$ cat src/rtl/hd_pkg.sv
package hd_pkg;

    typedef enum logic [1:0] {
        K_NONE = 2'd0,
        K_HEAD = 2'd1,
        K_BODY = 2'd2,
        K_TAIL = 2'd3
    } byte_kind_t;

    typedef enum logic {
        ST_IDLE = 1'b0,
        ST_OPEN = 1'b1
    } dfr_state_t;

    localparam logic [1:0] FLG_BODY    = 2'b00;
    localparam logic [1:0] FLG_HEAD    = 2'b01;
    localparam logic [1:0] FLG_TAIL    = 2'b10;
    localparam logic [1:0] FLG_INVALID = 2'b11;

endpackage

$ cat src/rtl/hd_flag_decode.sv
module hd_flag_decode
    import hd_pkg::*;
#(
    parameter int BYTE_W = 8,
    parameter int FLAG_W = 2,
    localparam int PAY_W = BYTE_W - FLAG_W
) (
    input  logic              in_valid,
    input  logic [BYTE_W-1:0] in_byte,
    output byte_kind_t        kind,
    output logic [PAY_W-1:0]  pay
);

    logic [1:0] flg;

    assign flg = in_byte[1:0];
    assign pay = in_byte[BYTE_W-1:FLAG_W];

    always_comb begin
        kind = K_NONE;
        if (in_valid) begin
            unique case (flg)
                FLG_HEAD:    kind = K_HEAD;
                FLG_BODY:    kind = K_BODY;
                FLG_TAIL:    kind = K_TAIL;
                FLG_INVALID: kind = K_NONE;
                default:     kind = K_NONE;
            endcase
        end
    end

endmodule

$ cat src/rtl/hd_packer.sv
module hd_packer #(
    parameter int PAY_W = 6,
    parameter int REC_W = 96,
    localparam int BPR   = REC_W / PAY_W,
    localparam int CNT_W = (BPR > 1) ? $clog2(BPR) : 1
) (
    input  logic             clk,
    input  logic             rst_n,
    input  logic             push,
    input  logic             restart,
    input  logic             flush,
    input  logic [PAY_W-1:0] pay,
    output logic             wrap,
    output logic             rec_valid,
    output logic [REC_W-1:0] rec_data
);

    logic [CNT_W-1:0] cnt;
    logic [CNT_W-1:0] base_cnt;
    logic [REC_W-1:0] shreg;
    logic [REC_W-1:0] base_sh;
    logic [REC_W-1:0] next_sh;

    always_comb begin
        base_cnt = restart ? '0 : cnt;
        base_sh  = restart ? '0 : shreg;
        next_sh  = {base_sh[REC_W-PAY_W-1:0], pay};
        wrap     = push && (base_cnt == CNT_W'(BPR - 1));
    end

    always_ff @(posedge clk) begin
        if (!rst_n) begin
            cnt       <= '0;
            shreg     <= '0;
            rec_valid <= 1'b0;
            rec_data  <= '0;
        end else begin
            rec_valid <= 1'b0;
            if (push) begin
                shreg <= next_sh;
                if (wrap || flush) cnt <= '0;
                else               cnt <= base_cnt + 1'b1;
                if (wrap) begin
                    rec_valid <= 1'b1;
                    rec_data  <= next_sh;
                end
            end
        end
    end

    // a completed record always leaves the byte counter at zero
    a_r3_wrap_clears: assert property (@(posedge clk) disable iff (!rst_n)
        rec_valid |-> cnt == '0);

    // with nothing pushed, the counter holds
    a_r4_idle_hold: assert property (@(posedge clk) disable iff (!rst_n)
        !push |=> $stable(cnt));

endmodule

$ cat src/rtl/hd_ctrl.sv
module hd_ctrl
    import hd_pkg::*;
#(
    parameter int OCNT_W = 8
) (
    input  logic              clk,
    input  logic              rst_n,
    input  byte_kind_t        kind,
    input  logic              wrap,
    output logic              push,
    output logic              restart,
    output logic              flush,
    output logic              sop,
    output logic              eop,
    output logic              err_orphan,
    output logic              err_partial,
    output logic [OCNT_W-1:0] orphan_cnt
);

    dfr_state_t state, nxt;
    logic sop_d, eop_d, orph_d, part_d;

    always_comb begin
        nxt     = state;
        push    = 1'b0;
        restart = 1'b0;
        flush   = 1'b0;
        sop_d   = 1'b0;
        eop_d   = 1'b0;
        orph_d  = 1'b0;
        part_d  = 1'b0;
        unique case (state)
            ST_IDLE: begin
                if (kind == K_HEAD) begin
                    push    = 1'b1;
                    restart = 1'b1;
                    sop_d   = 1'b1;
                    nxt     = ST_OPEN;
                end else if (kind == K_BODY || kind == K_TAIL) begin
                    orph_d  = 1'b1;
                end
            end
            ST_OPEN: begin
                unique case (kind)
                    K_HEAD: begin
                        push    = 1'b1;
                        restart = 1'b1;
                        sop_d   = 1'b1;
                    end
                    K_BODY: push = 1'b1;
                    K_TAIL: begin
                        push   = 1'b1;
                        flush  = 1'b1;
                        eop_d  = 1'b1;
                        part_d = !wrap;
                        nxt    = ST_IDLE;
                    end
                    default: ;
                endcase
            end
            default: nxt = ST_IDLE;
        endcase
    end

    always_ff @(posedge clk) begin
        if (!rst_n) state <= ST_IDLE;
        else        state <= nxt;
    end

    always_ff @(posedge clk) begin
        if (!rst_n) begin
            sop         <= 1'b0;
            eop         <= 1'b0;
            err_orphan  <= 1'b0;
            err_partial <= 1'b0;
            orphan_cnt  <= '0;
        end else begin
            sop         <= sop_d;
            eop         <= eop_d;
            err_orphan  <= orph_d;
            err_partial <= part_d;
            if (orph_d && orphan_cnt != '1)
                orphan_cnt <= orphan_cnt + 1'b1;
        end
    end

    // an orphan report is only raised while no packet is open
    a_r5_orphan_idle: assert property (@(posedge clk) disable iff (!rst_n)
        err_orphan |-> state == ST_IDLE);

    // a partial-record error always comes with the packet close
    a_r8_partial_eop: assert property (@(posedge clk) disable iff (!rst_n)
        err_partial |-> eop);

    // once at its maximum, the orphan count stays there
    a_r9_saturate: assert property (@(posedge clk) disable iff (!rst_n)
        orphan_cnt == '1 |=> orphan_cnt == '1);

    // a packet-open pulse leaves the controller in the open state
    a_r6_sop_open: assert property (@(posedge clk) disable iff (!rst_n)
        sop |-> state == ST_OPEN);

endmodule

$ cat src/rtl/hit_deframer.sv
module hit_deframer
    import hd_pkg::*;
#(
    parameter int BYTE_W  = 8,
    parameter int FLAG_W  = 2,
    parameter int FIELD_W = 24,
    parameter int FIELDS  = 4,
    parameter int OCNT_W  = 8,
    localparam int PAY_W  = BYTE_W - FLAG_W,
    localparam int REC_W  = FIELD_W * FIELDS
) (
    input  logic              clk,
    input  logic              rst_n,
    input  logic              in_valid,
    input  logic [BYTE_W-1:0] in_byte,
    output logic              rec_valid,
    output logic [REC_W-1:0]  rec_data,
    output logic              sop,
    output logic              eop,
    output logic              err_orphan,
    output logic              err_partial,
    output logic [OCNT_W-1:0] orphan_cnt
);

    byte_kind_t       kind;
    logic [PAY_W-1:0] pay;
    logic             push, restart, flush, wrap;

    hd_flag_decode #(.BYTE_W(BYTE_W), .FLAG_W(FLAG_W)) u_dec (
        .in_valid (in_valid),
        .in_byte  (in_byte),
        .kind     (kind),
        .pay      (pay)
    );

    hd_ctrl #(.OCNT_W(OCNT_W)) u_ctrl (
        .clk         (clk),
        .rst_n       (rst_n),
        .kind        (kind),
        .wrap        (wrap),
        .push        (push),
        .restart     (restart),
        .flush       (flush),
        .sop         (sop),
        .eop         (eop),
        .err_orphan  (err_orphan),
        .err_partial (err_partial),
        .orphan_cnt  (orphan_cnt)
    );

    hd_packer #(.PAY_W(PAY_W), .REC_W(REC_W)) u_pack (
        .clk       (clk),
        .rst_n     (rst_n),
        .push      (push),
        .restart   (restart),
        .flush     (flush),
        .pay       (pay),
        .wrap      (wrap),
        .rec_valid (rec_valid),
        .rec_data  (rec_data)
    );

    // a record strobe and a partial-record error never coincide
    a_r8_no_record_on_partial: assert property (@(posedge clk) disable iff (!rst_n)
        $onehot0({rec_valid, err_partial}));

    // an invalid flag or an idle input cycle yields no pulse next cycle
    a_r4_no_pulse: assert property (@(posedge clk) disable iff (!rst_n)
        (!in_valid || in_byte[1:0] == 2'b11) |=>
            !(rec_valid || sop || eop || err_orphan || err_partial));

endmodule

$ cat config.mk
export PLATFORM = sky130hd
export DESIGN_NAME = hit_deframer
export DESIGN_NICKNAME = d
export VERILOG_FILES = /design/src/rtl/hd_pkg.sv /design/src/rtl/hd_flag_decode.sv /design/src/rtl/hd_packer.sv /design/src/rtl/hd_ctrl.sv /design/src/rtl/hit_deframer.sv
export SDC_FILE = /design/constraint.sdc
export NUM_CORES = 1
export LEC_CHECK = 0
export ABC_AREA = 1
export ABC_CLOCK_PERIOD_IN_PS = 3700
export CAP_MARGIN = 20
export CORE_MARGIN = 5
export CORE_UTILIZATION = 54
export DETAILED_ROUTE_END_ITERATION = 8
export DONT_BUFFER_PORTS = 1
export GPL_TIMING_DRIVEN = 0
export MAX_ROUTING_LAYER = met4
export PLACE_DENSITY = 0.7
export REMOVE_ABC_BUFFERS = 1
export SLEW_MARGIN = 20
export SYNTH_ARGS = -nofsm -noshare
export SYNTH_HDL_FRONTEND = slang
export SYNTH_SLANG_ARGS = --single-unit
$ cat constraint.sdc
create_clock -name clk -period 3.7 [get_ports clk]
set_input_delay 0.74 -clock clk [delete_from_list [all_inputs] [get_ports clk]]
set_output_delay 0.74 -clock clk [all_outputs]
set_load 0.005 [all_outputs]
# Word level (Yosys, flattened, before mapping)
# Index checks and enable logic that the tools add are counted.
# classes
n_addsub,2
n_eq_ne,8
muxes,16
bitwise_logic,1
reduce_logical,10
# op_table
cell,count
90-bit 2-to-1 mux,1
1-bit 2-to-1 mux,9
8-bit by 1-bit adder with 8-bit output (second input constant),1
2-bit == test (second input constant),4
4-bit 2-to-1 mux,2
8-bit inequality test (second input constant),1
2-bit case mux with 4 select lines,1
4-bit by 1-bit adder with 4-bit output (second input constant),1
2-bit by 1-bit == test with 1-bit output (second input constant),2
4-bit == test (second input constant),1
1-bit case mux with 2 select lines,2
2-bit AND reduction,2
3-bit AND reduction,1
3-bit OR reduction,1
1-bit logical AND,2
2-bit logical NOT,1
1-bit logical OR,2
2-bit 2-to-1 mux,1
1-bit logical NOT,1
1-bit inverter,1
# word_totals
ff_bits,204
in_bits,11
output_inout_bits,109

# Logic depth before layout (Yosys ltp)
# depth
ltp_word,10
mapped_depth,16

# Cells and area by module
# From an unflattened synthesis, not the netlist that was laid out.
# hier_totals
hier_cells,884
area_unflattened_um2,7393.3
# by_module_without_submodules
mod,n_inst,cells_each,area_per_inst_um2
hd_packer,1,782,6635.1
hd_ctrl,1,85,645.6
hd_flag_decode,1,17,112.6

# Least setup slack after synthesis
# OpenSTA, ideal clock, no wires.
# synth_path
kind,input port to flip-flop
start,input port in_byte[1]
end,register u_pack.rec_data[75]
setup_ns,0.141
t_arrival_ns,2.478
path_slack_ns,1.081
path_stages,14
cell_sequence,inv_1 ha_1 nor2_4 nand2_2 nand2_2 inv_2 buf_2 nor2_1 ha_1 nand3_1 nor2_4 buf_6 buf_4 a211oi_2
# synth_between
elab_chain_cells,9
# synth_rtl
element,line,text
from (decl),hit_deframer.sv:15,"input logic [BYTE_W-1:0] in_byte,"
2-bit == test (tied with other cells),hd_flag_decode.sv:22,unique case (flg)
2-bit case mux with 4 select lines (*),hd_flag_decode.sv:22,
2-bit 2-to-1 mux (*),hd_flag_decode.sv:21,if (in_valid) begin
2-bit == test or 2-bit by 1-bit == test with 1-bit output (tied branches),"hd_ctrl.sv:44, hd_ctrl.sv:34",
3-bit OR reduction (no line) or 1-bit 2-to-1 mux (tied branches),n/a,
1-bit 2-to-1 mux or 4-bit 2-to-1 mux (tied branches),"hd_ctrl.sv:44, hd_packer.sv:25",
1-bit case mux with 2 select lines or 4-bit == test (tied branches),"hd_ctrl.sv:32, hd_packer.sv:28",
1-bit logical AND,hd_packer.sv:28,wrap = push && (base_cnt == CNT_W'(BPR - 1));
2-bit AND reduction (no line),n/a,
to (signal assigned),hd_packer.sv:45,rec_data <= next_sh;
to (decl),hd_packer.sv:15,output logic [REC_W-1:0] rec_data
# Mark *: on every way between the ends. The rest lies on a longest branch, timed or not.
# A chain may end at the register's enable or synchronous reset.

# Final worst setup path
# layout_path
start,input port in_byte[0]
end,register u_pack.rec_data[11]
# The elaborated chain is that of the path after synthesis.

==> flow_summary.rst <==
.. list-table::
   :header-rows: 1

   * - Metric
     - Value
   * - Status
     - completed
   * - Fraction of synthesized area in multiplexers
     - 0%
   * - Die X
     - 129.3 um
   * - Max Fanout on Critical Path
     - 45
   * - Area fraction in and, or, nand and nor cells after synthesis
     - 11.27%
   * - Signal arrival time at the worst endpoint
     - 3.72 ns
   * - Area of all placed cells without fillers
     - 8427 um^2
   * - Core Region
     - 13930 um^2
   * - Number of synthesis warnings
     - 0
   * - Required time at the worst-slack endpoint
     - 4.08 ns
   * - Post-synthesis to final-layout area growth
     - 9.726%
   * - Max H-tree Level
     - 1
   * - Post-synth ARST share
     - 0%
   * - Insertion delay of the later-clocked pin in the worst-skew pair
     - 0.48 ns
   * - Area leader, netlist
     - dfxtp_1
   * - Clk pin slew, worst setup/hold paths
     - 0.06 ns
   * - Share of the synthesized area in the top cell type
     - 53.18%
   * - DP Area
     - 7742 um^2
   * - Final number of hold-violating endpoints
     - 0
   * - Post-synth design cell area
     - 7680 um^2
   * - Wire length of the first global-routing pass
     - 26730 um
   * - Storage element area
     - 4084 um^2
   * - Die footprint
     - 16710 um^2
   * - Most common library cells after synthesis
     - dfxtp_1, nand2_1, a21oi_1, o21ai_0, nor2_1
   * - Largest family of logic cells by synthesized area
     - compound AO/OA/AOI/OAI gates
   * - Parity-gate share of the synthesized area counting xor and xnor cells
     - 0.4562%
   * - Slowest cell on crit path
     - nand2_1
   * - Multi-input logic area
     - 3009 um^2
   * - Post-Synth Adder-Cell Area
     - 0.8146%
   * - Number of enable flip-flop cells after synthesis
     - 0
   * - CTS Buf Count
     - 21
   * - Max-slew violation count
     - 0
   * - Final routed DRC violation total
     - 0
   * - Cell chain of the critical path
     - inv_1 > ha_1 > inv_1 > nand2_1 > nand2_2 > nand2_8 > buf_12 > inv_2 > nor2_1 > ha_1 > nand3_1 > nor2_4 > buf_16 > buf_16 > nand2_1 > o21ai_0
   * - Number of DRC markers after the initial detailed-route iteration
     - 332
   * - Critical path start-end classification
     - in -> reg
   * - Detailed Routing Iterations Pass 1
     - 4
   * - Critical path's top delay family
     - simple AND/OR/NAND/NOR gates
   * - Via count of the first global-routing pass
     - 5604
   * - Total Routed Length
     - 16470 um
   * - Worst slew pin tran
     - 0.7650 ns
   * - Worst slew slack as a fraction of its limit
     - 49.00%
   * - Number of diodes added for antenna fixing
     - 0
   * - Share of the clock period used by the worst path after layout
     - 90.16%
   * - Bufs on Longest Clock Path
     - 3
   * - GR Overflow Total
     - 0
   * - Clock tree from TritonCTS
     - built
   * - Fmax
     - 0.2998 GHz
   * - PwrDens
     - 527.9 nW/um^2
   * - Largest voltage drop on the vdd net
     - 0.0003530 V
   * - Port-buffer cells
     - 0
   * - Number of antenna violations at the first check in global routing
     - 0
   * - Distinct cells, synth
     - 28
   * - Clock Sinks
     - 204
   * - Most numerous cell in the Yosys netlist
     - dfxtp_1
   * - Setup Skew
     - 0.009005 ns
   * - Number of buffers and inverters on the critical path
     - 6
   * - Final weighted congestion in routability-driven placement
     - 0.7819
   * - Cells after Synth
     - 892
   * - Class of the worst hold path
     - in -> reg
   * - Average detailed-routed wire length per instance
     - 15.70 um
   * - Synthesized flop and latch total
     - 204
   * - Vertical extent of the die
     - 129.3 um
   * - Root Driver
     - clkbuf_16
   * - Sequential element share of the synthesized area
     - 53.18%
   * - Critical Path Sink Type
     - register
   * - Period minus WS final
     - 3.336 ns
   * - Share of final-layout standard cells stronger than drive strength 1
     - 13.35%
   * - Setup repair after global routing missed its margin
     - false
   * - Initial core utilization
     - 55.11%
   * - I/O pin total
     - 120
   * - Setup Viol. Count Final
     - 0
   * - Aggregate global-route resource usage
     - 19.80%
   * - Net total in the final layout
     - 872
   * - Final instance count without filler cells
     - 1049
   * - Number of antenna-violating nets in the routed design
     - 0
   * - Placed cells
     - 1012
   * - Top area cells in the synthesized netlist
     - dfxtp_1, a21oi_1, o21ai_0
   * - Post-detail-place hpwl
     - 10410 um
   * - Count of vias placed by the detailed router
     - 5740
   * - Max capacitance violation total
     - 0
   * - Cell Rows
     - 43
   * - Launching element type of the critical path
     - primary input
   * - Routed vias/inst
     - 5.472
   * - Fillers
     - 1200
   * - Compound-cell area share of the yosys netlist
     - 26.46%
   * - Total Negative Setup Slacks
     - 0 ns
   * - Avg Inst Size Synth
     - 8.610 um^2
   * - Largest stage delay on the critical path
     - 0.35 ns
   * - Leakage
     - 2.993 nW
   * - Maximum number of pins on one net before global-route repair
     - 177
   * - Most instantiated flip-flop cell in the synthesis netlist
     - dfxtp_1
## registers in the layout (all words and copies together), names as in the netlist
signal	cells
u_pack.cnt	4
u_pack.rec_data	96
u_ctrl.err_partial	1
u_ctrl.err_orphan	1
u_ctrl.sop	1
u_ctrl.eop	1
u_pack.rec_valid	1
u_ctrl.state	1
u_ctrl.orphan_cnt	8
u_pack.shreg	90
## layout by cell type, fill, tap and decap left out
| cell type | n |
|---|---|
| bufinv_16 | 2 |
| nand2_1 | 114 |
| o21ai_0 | 108 |
| nand3_1 | 16 |
| inv_1 | 48 |
| clkbuf_8 | 3 |
| buf_12 | 5 |
| nand2_8 | 1 |
| a21oi_1 | 108 |
| buf_4 | 1 |
| nand2_2 | 3 |
| dfxtp_1 | 204 |
| clkinv_1 | 1 |
| clkinv_2 | 3 |
| nor2_4 | 2 |
| a211oi_2 | 15 |
| inv_2 | 3 |
| nand3_4 | 1 |
| clkbuf_1 | 7 |
| nand4_1 | 1 |
| ha_1 | 5 |
| nor2_2 | 1 |
| nor3_1 | 5 |
| o21ai_1 | 65 |
| buf_16 | 5 |
| clkbuf_16 | 21 |
| nor2_1 | 66 |
| xor2_1 | 3 |
| nand3b_1 | 1 |
| a21oi_2 | 50 |
| xnor2_1 | 1 |
## where the power goes
group	leakage (nW)	total, mW	switching, mW	internal, mW
Combinational	1.02	0.152	0.106	0.0461
Sequential	1.65	2.25	0.0184	2.23
Clock	0.329	2.05	0.806	1.24
Total	2.99	4.45	0.930	3.52
## path summary, 6_finish.rpt
path / endpoint / depth (start not counted) / slack, ns / start
setup / recovery: u_pack.rec_data[11] / 16 / 0.36 / in_byte[0]
hold / removal: u_pack.rec_data[5] / 2 / 0.40 / in_byte[7]
hold reg to reg: u_pack.rec_data[91] / 2 / 0.47 / u_pack.shreg[85]
setup reg to reg: u_pack.rec_data[11] / 6 / 1.37 / u_ctrl.state
## timing repair
action                     in CTS  in global routing
hold buffers                    0                  0
setup endpoints to repair      12                  3
pin swaps                       1                  0
gates resized for setup         0                  1
setup buffers                   1                  0
## worst reg2reg max path, cell delays in order, from the launching register on
cell	delay, ns
dfxtp_1	0.45
nand3_4	0.43
nor2_4	0.32
buf_16	0.18
buf_16	0.16
nand2_1	0.35
o21ai_0	0.33
## layer usage
layer | up-vias | share of wire (%) | GRT usage, %
met5 | - | 0 | -
met4 | 0 | 1.2 | 5.250
met3 | 17 | 8.7 | 6.884
met2 | 143 | 48 | 32.56
met1 | 2655 | 43 | 23.20
li1 | 2925 | - | -
## stage by stage
| stage | total power, mW | utilization (%) | hold slack [ns] | setup slack [ns] |
|---|---|---|---|---|
| CTS | 4.493 | 60.41 | 0.3812 | 0.1887 |
| global route | 4.636 | 60.47 | 0.3790 | 0.08864 |
| detailed placement | 2.447 | 55.56 | 0.4629 | -0.6498 |
| floorplan | 2.401 | - | 0.4440 | -2.610 |
| global placement | 2.435 | 53.82 | 0.4521 | -5.150 |
| finish | 4.449 | 60.47 | 0.4000 | 0.3642 |
## cell type report
| class | count | share of cell area, % |
|---|---|---|
| Inverter | 52 | 2.316 |
| Multi-Input combinational cell | 566 | 35.71 |
| Timing Repair Buffer | 11 | 2.910 |
| Tap cell | 180 | 2.673 |
| Clock inverter | 5 | 0.8909 |
| Clock buffer | 31 | 7.038 |
| Sequential cell | 204 | 48.46 |
## cells by family after synthesis
logic type	count (synthesis)
compound gates	346
fa+ha+maj	5
xor+xnor	4
buf+inv	122
flops	204
simple gates	211
Note: power is estimated with default switching activity, not from simulation.
